==> src/rtl/pio_hs_pkg.sv <==
package pio_hs_pkg;

    localparam int AW = 3;

    localparam logic [AW-1:0] ADDR_CTRL = 3'd0;
    localparam logic [AW-1:0] ADDR_PC   = 3'd1;
    localparam logic [AW-1:0] ADDR_PB   = 3'd2;
    localparam logic [AW-1:0] ADDR_LAT  = 3'd3;
    localparam logic [AW-1:0] ADDR_DDR  = 3'd4;

    // Control bits 6..1 in register order; bit 7 reads the flag.
    typedef struct packed {
        logic irq_en;
        logic hs_en;
        logic out_hs;
        logic edge_rise;
        logic strb_inv;
        logic tri_var;
    } ctrl_t;

    typedef enum logic [1:0] {
        MODE_SIMPLE,
        MODE_IN_HS,
        MODE_OUT_HS,
        MODE_OUT_TRI
    } mode_e;

    function automatic mode_e mode_of(ctrl_t c);
        if (!c.hs_en)   return MODE_SIMPLE;
        if (!c.out_hs)  return MODE_IN_HS;
        if (!c.tri_var) return MODE_OUT_HS;
        return MODE_OUT_TRI;
    endfunction

    function automatic logic [7:0] ctrl_view(logic flag, ctrl_t c);
        return {flag, c, 1'b0};
    endfunction

endpackage

==> src/rtl/pio_hs_sync.sv <==
module pio_hs_sync #(
    parameter int STAGES = 2
) (
    input  logic clk,
    input  logic rst,
    input  logic din,
    input  logic rise_sel,
    output logic act_edge,
    output logic trail_edge,
    output logic active
);

    logic [STAGES-1:0] chain;
    logic              prev;
    logic              lvl;

    always_ff @(posedge clk) begin
        if (rst) begin
            chain <= '0;
            prev  <= 1'b0;
        end else begin
            chain <= {chain[STAGES-2:0], din};
            prev  <= chain[STAGES-1];
        end
    end

    assign lvl        = chain[STAGES-1];
    assign act_edge   = rise_sel ? (lvl & ~prev) : (~lvl & prev);
    assign trail_edge = rise_sel ? (~lvl & prev) : (lvl & ~prev);
    assign active     = rise_sel ? lvl : ~lvl;

endmodule

==> src/rtl/pio_hs_strobe.sv <==
module pio_hs_strobe
    import pio_hs_pkg::*;
#(
    parameter int PULSE_LEN = 2
) (
    input  logic  clk,
    input  logic  rst,
    input  mode_e mode,
    input  logic  ctrl_wr,
    input  mode_e mode_nxt,
    input  logic  pb_wr,
    input  logic  lat_rd,
    input  logic  lat_wr,
    input  logic  act_edge,
    input  logic  trail_edge,
    input  logic  inv,
    output logic  strb_act,
    output logic  strb_pin
);

    localparam int CW = $clog2(PULSE_LEN + 1);

    logic [CW-1:0] cnt;
    logic          rdy;
    logic          rdy_nxt;

    always_comb begin
        rdy_nxt = rdy;
        if (ctrl_wr) begin
            rdy_nxt = (mode_nxt == MODE_IN_HS);
        end else begin
            case (mode)
                MODE_IN_HS:   if (lat_rd) rdy_nxt = 1'b1; else if (act_edge)   rdy_nxt = 1'b0;
                MODE_OUT_HS:  if (lat_wr) rdy_nxt = 1'b1; else if (act_edge)   rdy_nxt = 1'b0;
                MODE_OUT_TRI: if (lat_wr) rdy_nxt = 1'b1; else if (trail_edge) rdy_nxt = 1'b0;
                default:      rdy_nxt = 1'b0;
            endcase
        end
    end

    always_ff @(posedge clk) begin
        if (rst) begin
            cnt <= '0;
            rdy <= 1'b0;
        end else begin
            rdy <= rdy_nxt;
            if (pb_wr && mode == MODE_SIMPLE) begin
                cnt <= CW'(PULSE_LEN);
            end else if (cnt != '0) begin
                cnt <= cnt - 1'b1;
            end
        end
    end

    assign strb_act = (mode == MODE_SIMPLE) ? (cnt != '0) : rdy;
    assign strb_pin = strb_act ^ inv;

endmodule

==> src/rtl/pio_hs_pad.sv <==
module pio_hs_pad #(
    parameter int W = 8
) (
    input  logic [W-1:0] ddr,
    input  logic [W-1:0] pc_reg,
    input  logic [W-1:0] latch,
    input  logic         tri_drive,
    output logic [W-1:0] pc_out,
    output logic [W-1:0] pc_oe
);

    for (genvar i = 0; i < W; i++) begin : g_bit
        assign pc_oe[i]  = ddr[i] | tri_drive;
        assign pc_out[i] = ddr[i] ? pc_reg[i] : latch[i];
    end

endmodule

==> src/rtl/pio_hshake.sv <==
module pio_hshake
    import pio_hs_pkg::*;
#(
    parameter int DATA_W      = 8,
    parameter int SYNC_STAGES = 2,
    parameter int PULSE_LEN   = 2
) (
    input  logic              clk,
    input  logic              rst,
    input  logic [AW-1:0]     bus_addr,
    input  logic              bus_wr,
    input  logic              bus_rd,
    input  logic [DATA_W-1:0] bus_wdata,
    output logic [DATA_W-1:0] bus_rdata,
    output logic [DATA_W-1:0] pb_out,
    input  logic [DATA_W-1:0] pc_in,
    output logic [DATA_W-1:0] pc_out,
    output logic [DATA_W-1:0] pc_oe,
    input  logic              stra_in,
    output logic              strb_out,
    output logic              irq
);

    ctrl_t             ctrl_q;
    logic              flag_q, arm_q;
    logic [DATA_W-1:0] pb_q, pc_q, lat_q, ddr_q;
    mode_e             mode, mode_nxt;
    logic              act_edge, trail_edge, tri_active;
    logic              strb_act;
    logic              wr_ctrl, rd_ctrl, wr_pc, wr_pb, wr_ddr, wr_lat, rd_lat, lat_acc;
    logic              out_mode, in_capture;

    assign wr_ctrl  = bus_wr && bus_addr == ADDR_CTRL;
    assign rd_ctrl  = bus_rd && bus_addr == ADDR_CTRL;
    assign wr_pc    = bus_wr && bus_addr == ADDR_PC;
    assign wr_pb    = bus_wr && bus_addr == ADDR_PB;
    assign wr_ddr   = bus_wr && bus_addr == ADDR_DDR;
    assign wr_lat   = bus_wr && bus_addr == ADDR_LAT;
    assign rd_lat   = bus_rd && bus_addr == ADDR_LAT;
    assign lat_acc  = wr_lat || rd_lat;

    assign mode       = mode_of(ctrl_q);
    assign mode_nxt   = mode_of(ctrl_t'(bus_wdata[6:1]));
    assign out_mode   = (mode == MODE_OUT_HS) || (mode == MODE_OUT_TRI);
    assign in_capture = act_edge && !out_mode;

    pio_hs_sync #(.STAGES(SYNC_STAGES)) u_sync (
        .clk        (clk),
        .rst        (rst),
        .din        (stra_in),
        .rise_sel   (ctrl_q.edge_rise),
        .act_edge   (act_edge),
        .trail_edge (trail_edge),
        .active     (tri_active)
    );

    pio_hs_strobe #(.PULSE_LEN(PULSE_LEN)) u_strobe (
        .clk        (clk),
        .rst        (rst),
        .mode       (mode),
        .ctrl_wr    (wr_ctrl),
        .mode_nxt   (mode_nxt),
        .pb_wr      (wr_pb),
        .lat_rd     (rd_lat),
        .lat_wr     (wr_lat),
        .act_edge   (act_edge),
        .trail_edge (trail_edge),
        .inv        (ctrl_q.strb_inv),
        .strb_act   (strb_act),
        .strb_pin   (strb_out)
    );

    pio_hs_pad #(.W(DATA_W)) u_pad (
        .ddr       (ddr_q),
        .pc_reg    (pc_q),
        .latch     (lat_q),
        .tri_drive (mode == MODE_OUT_TRI && tri_active),
        .pc_out    (pc_out),
        .pc_oe     (pc_oe)
    );

    always_ff @(posedge clk) begin
        if (rst) begin
            ctrl_q <= '0;
            flag_q <= 1'b0;
            arm_q  <= 1'b0;
            pb_q   <= '0;
            pc_q   <= '0;
            lat_q  <= '0;
            ddr_q  <= '0;
        end else begin
            if (wr_ctrl) ctrl_q <= ctrl_t'(bus_wdata[6:1]);
            if (wr_pb)   pb_q   <= bus_wdata;
            if (wr_ddr)  ddr_q  <= bus_wdata;

            if (wr_lat && out_mode) begin
                lat_q <= bus_wdata;
                pc_q  <= bus_wdata;
            end else begin
                if (wr_pc)      pc_q  <= bus_wdata;
                if (in_capture) lat_q <= pc_in;
            end

            if (act_edge)               flag_q <= 1'b1;
            else if (lat_acc && arm_q)  flag_q <= 1'b0;

            if (rd_ctrl && flag_q) arm_q <= 1'b1;
            else if (lat_acc)      arm_q <= 1'b0;
        end
    end

    always_comb begin
        bus_rdata = '0;
        case (bus_addr)
            ADDR_CTRL: bus_rdata[7:0] = ctrl_view(flag_q, ctrl_q);
            ADDR_PC:   bus_rdata = (pc_in & ~ddr_q) | (pc_q & ddr_q);
            ADDR_PB:   bus_rdata = pb_q;
            ADDR_LAT:  bus_rdata = lat_q;
            ADDR_DDR:  bus_rdata = ddr_q;
            default:   bus_rdata = '0;
        endcase
    end

    assign pb_out = pb_q;
    assign irq    = flag_q & ctrl_q.irq_en;

endmodule

==> config.mk <==
export PLATFORM = sky130hd
export DESIGN_NAME = pio_hshake
export DESIGN_NICKNAME = d
export VERILOG_FILES = /design/src/rtl/pio_hs_pkg.sv /design/src/rtl/pio_hs_sync.sv /design/src/rtl/pio_hs_strobe.sv /design/src/rtl/pio_hs_pad.sv /design/src/rtl/pio_hshake.sv
export SDC_FILE = /design/constraint.sdc
export NUM_CORES = 1
export LEC_CHECK = 0
export BUFFER_PORTS_ARGS = -buffer_cell sky130_fd_sc_hd__buf_2
export CORE_MARGIN = 1
export CORE_UTILIZATION = 45
export DETAILED_ROUTE_END_ITERATION = 10
export GPL_ROUTABILITY_DRIVEN = 0
export PLACE_DENSITY = 0.78
export RECOVER_POWER = 100
export SKIP_LAST_GASP = 1
export SLEW_MARGIN = 20
export SYNTH_ARGS = -nofsm -noshare
export SYNTH_HDL_FRONTEND = slang
export SYNTH_SLANG_ARGS = --single-unit
export TNS_END_PERCENT = 10
==> constraint.sdc <==
create_clock -name clk -period 2.25 [get_ports clk]
set_clock_uncertainty 0.1 [all_clocks]
set_input_delay 0.5625 -clock clk [delete_from_list [all_inputs] [get_ports clk]]
set_output_delay 0.5625 -clock clk [all_outputs]
set_load 0.05 [all_outputs]
==> summary.txt <==
Run status
  – Run status: finished, violations left
  – Failing checks: negative setup slack

Pwr
  – PwrDens: slightly above 500 nW/um^2
  – Leak Pwr: 1.39 nW
  – VDD IR max: 346 uV

Placement
  – Post-DP HPWL: 5060 microns
  – PortBufs: 57
  – Post-Place Cell Area: 3090 sq um

Logic synthesis
  – Main synth FF type: dfxtp_1
  – Mean post-synth cell area: 8.07 sq um
  – Post-Syn Nets: 339
  – Register area share after synthesis: 0.367
  – Flops & latches, synth: 46
  – Post-synth top area cell: dfxtp_1
  – Top cell type's share of synthesized area: 0.367
  – Synth warn: 0
  – Share of flip-flops with an asynchronous set or reset: 0
  – Mapped Cells: approximately 310
  – Distinct cells, synth: 38
  – Top post-synthesis cells by area: dfxtp_1 37%, mux2i_1 13%, nand2_1 7.9%
  – Number of synthesized flops with an enable pin: 0
  – Post-synthesis cell area: 2510 sq um

Critical path
  – CP cell instances: inv_2 > o21a_1 > inv_2 > ha_4 > nor2_4 > a21oi_4 > xor2_2 > buf_6
  – Crit end category: output pin
  – CP delay by family, top: flip-flops
  – Most used cell, CP: inv_2
  – Worst Path Max Fanout: 3
  – CP Launch Type: flop
  – Slowest cell on crit path: dfxtp_2
  – Worst path arrival time: 1.64 ns
  – CP bufs+invs: 3
  – Crit Path Class: flop to output pin
  – Worst R2R Setup Slack: between 0.1 and 0.15 ns
  – Req. time, crit path: ~1.6 ns
  – CP max stage delay: 0.35 ns

Routing
  – Drt via density: ~5.4
  – DR iter-0 viols: 97
  – Wirelength per Cell: 15.0 microns
  – Via count: ~2500
  – Post-route antenna net violation count: 0
  – Final WL: 6820 microns
  – DR DRC count: 0
  – Drt pass-1 iters: 4

Cells and area
  – Area Overhead vs Synth: 27.6%
  – Share of cells above drive strength 1: 0.272
  – Layout fillers: 481
  – ANT cells: 0
  – Fin area: 3200 sq um
  – Nets@finish: 413

Clocking
  – Worst-path clk slew: 0.09 ns
  – Sink Count: 46
  – CTS Buf Count: 5
  – Clock Latency Late Sink: 0.31 ns
  – TritonCTS clock tree: done
  – Clock Path Buffers: 2
  – CTS root buf: clkbuf_8
  – CTS Hold Bufs: 0
  – H-tree levels: 2

STA
  – Max_slew headroom: 0.327
  – Slew @ Worst Pin: between 1 and 1.5 ns
  – Period utilisation layout: 1.03
  – RSZ-0062 raised after global routing: true
  – Final Hold Vio Count: 0
  – Final min period: 2.31 ns
  – Fmax: 433 MHz
  – # setup viols final: 17
  – Max-slew violations: 0
  – Setup TNS: -0.654 ns
  – Worst setup margin: -0.0573 ns

Floorplan
  – Core area: 5240 sq um
  – Num ports: 58
  – Die area: 5880 sq um
  – Initial core utilization: 0.479
  – Die Y: roughly 77 microns
  – Cell Rows: 26
  – Die Wd: 76.7 microns

Global routing
  – Vias in the first global route: 2326
  – Overall fraction of global-route tracks in use: 0.239
  – First-pass GRT wire length: 11100 microns
  – Largest net degree at the start of global routing: 26
  – Total gr overflow: 0
  – Initial antenna violation count: 0

Flow run
  – Max-cap violations: 0

Hold path
  – HP Class: flop to flop
==> worst register-to-register path: stages (launching register included) <==
cell and delay (ns):
dfxtp_2 0.36, and2_4 0.16, inv_1 0.08, buf_4 0.16, a21oi_1 0.30, clkbuf_1 0.52
mux2i_1 0.25, nor2_1 0.06
==> through the flow <==
step | hold slack (ns) | power [mW] | utilization | instances | setup slack, ns
2_1_floorplan | 0.314 | 1.04 | - | 311 | -0.0935
3_3_place_gp | 0.318 | 1.14 | 0.591 | 447 | -0.136
3_5_place_dp | 0.320 | 1.15 | 0.591 | 447 | -0.143
4_1_cts | 0.341 | 1.67 | 0.617 | 456 | -0.110
5_1_grt | 0.360 | 1.72 | 0.612 | 456 | -0.156
6_report | 0.338 | 1.66 | 0.612 | 456 | -0.0573
==> synthesized netlist by cell type, types with 5 or more instances <==
library cell  instances
a211oi_1              8
a21oi_1              33
and2_1                5
buf_2                 5
clkbuf_1              7
dfxtp_1              46
inv_1                12
mux2_2                6
mux2i_1              33
nand2_1              53
nand2b_1              8
nor2_1               32
nor2b_1               7
o21ai_0              21
==> layout make-up <==
class | instances | area (sq um) | share of cell area
repair buffers | 82 | 499 | 0.156
well taps | 70 | 87.6 | 0.0273
clock buffers | 7 | 86.3 | 0.0270
inverters | 12 | 45.0 | 0.0141
clock inverters | 1 | 5.00 | 0.00156
multi-input cells | 238 | 1560 | 0.486
flip-flops and latches | 46 | 925 | 0.289
==> per-layer routing <==
layer | GRT usage | wire (microns) | share of wire | vias to the layer above
met2 | 0.420 | 3290 | 0.48 | 67
li1 | - | - | - | 1218
met5 | 0 | 0 | 0 | -
met3 | 0.0417 | 284 | 0.042 | 15
met4 | 0.0808 | 147 | 0.022 | 0
met1 | 0.293 | 3100 | 0.45 | 1173
==> path summary, 6_finish.rpt <==
kind                    from  cells past startpoint               to
max                ctrl_q[3]                      8         strb_out
min          u_sync.chain[0]                      1  u_sync.chain[1]
max reg2reg        ctrl_q[4]                      7          pc_q[4]
min reg2reg  u_sync.chain[0]                      1  u_sync.chain[1]
==> cell families after synthesis <==
family          count (synthesis)  share of synthesized area
compound gates                 71                      0.168
xor+xnor                        2                    0.00698
buf+inv                        27                     0.0474
flops                          46                      0.367
simple gates                  122                      0.232
fa+ha+maj                       4                     0.0199
mux                            39                      0.159
==> layout by cell type, fill, tap and decap left out, types with 2 or more instances in the layout <==
| cell type | instances |
|---|---|
| a211oi_1 | 8 |
| nor2b_1 | 7 |
| buf_4 | 30 |
| clkbuf_1 | 12 |
| dfxtp_2 | 3 |
| nor3b_1 | 4 |
| nand2_1 | 53 |
| and2_0 | 2 |
| mux2_2 | 6 |
| ha_1 | 3 |
| and3b_1 | 2 |
| buf_6 | 2 |
| o22a_1 | 2 |
| a21oi_2 | 2 |
| inv_2 | 2 |
| buf_2 | 37 |
| o21ai_4 | 3 |
| clkbuf_8 | 6 |
| a21oi_1 | 31 |
| nand3_1 | 4 |
| inv_1 | 10 |
| o21ai_2 | 3 |
| and2_1 | 2 |
| mux2i_1 | 33 |
| o21ai_0 | 16 |
| nor2_1 | 31 |
| nand2b_1 | 8 |
| dfxtp_1 | 43 |
==> state kept, by name (all words and copies together), names as in the netlist, 2 cells and up <==
register / count
lat_q: 8
u_strobe.cnt: 2
pb_out: 8
ddr_q: 8
u_sync.chain: 2
ctrl_q: 6
pc_q: 8
==> power breakdown <==
group	switching [mW]	internal, mW	total, mW
clock network	0.285	0.248	0.533
registers	0.0169	0.832	0.849
logic	0.180	0.102	0.282
total	0.482	1.18	1.66
==> timing repair <==
action                                  4_1_cts  5_1_grt
buffers inserted                              1        0
endpoints found under the setup margin       17       17
gates resized for setup                      15        9
pin swaps                                     0        3
Note: power is estimated with default switching activity, not from simulation.
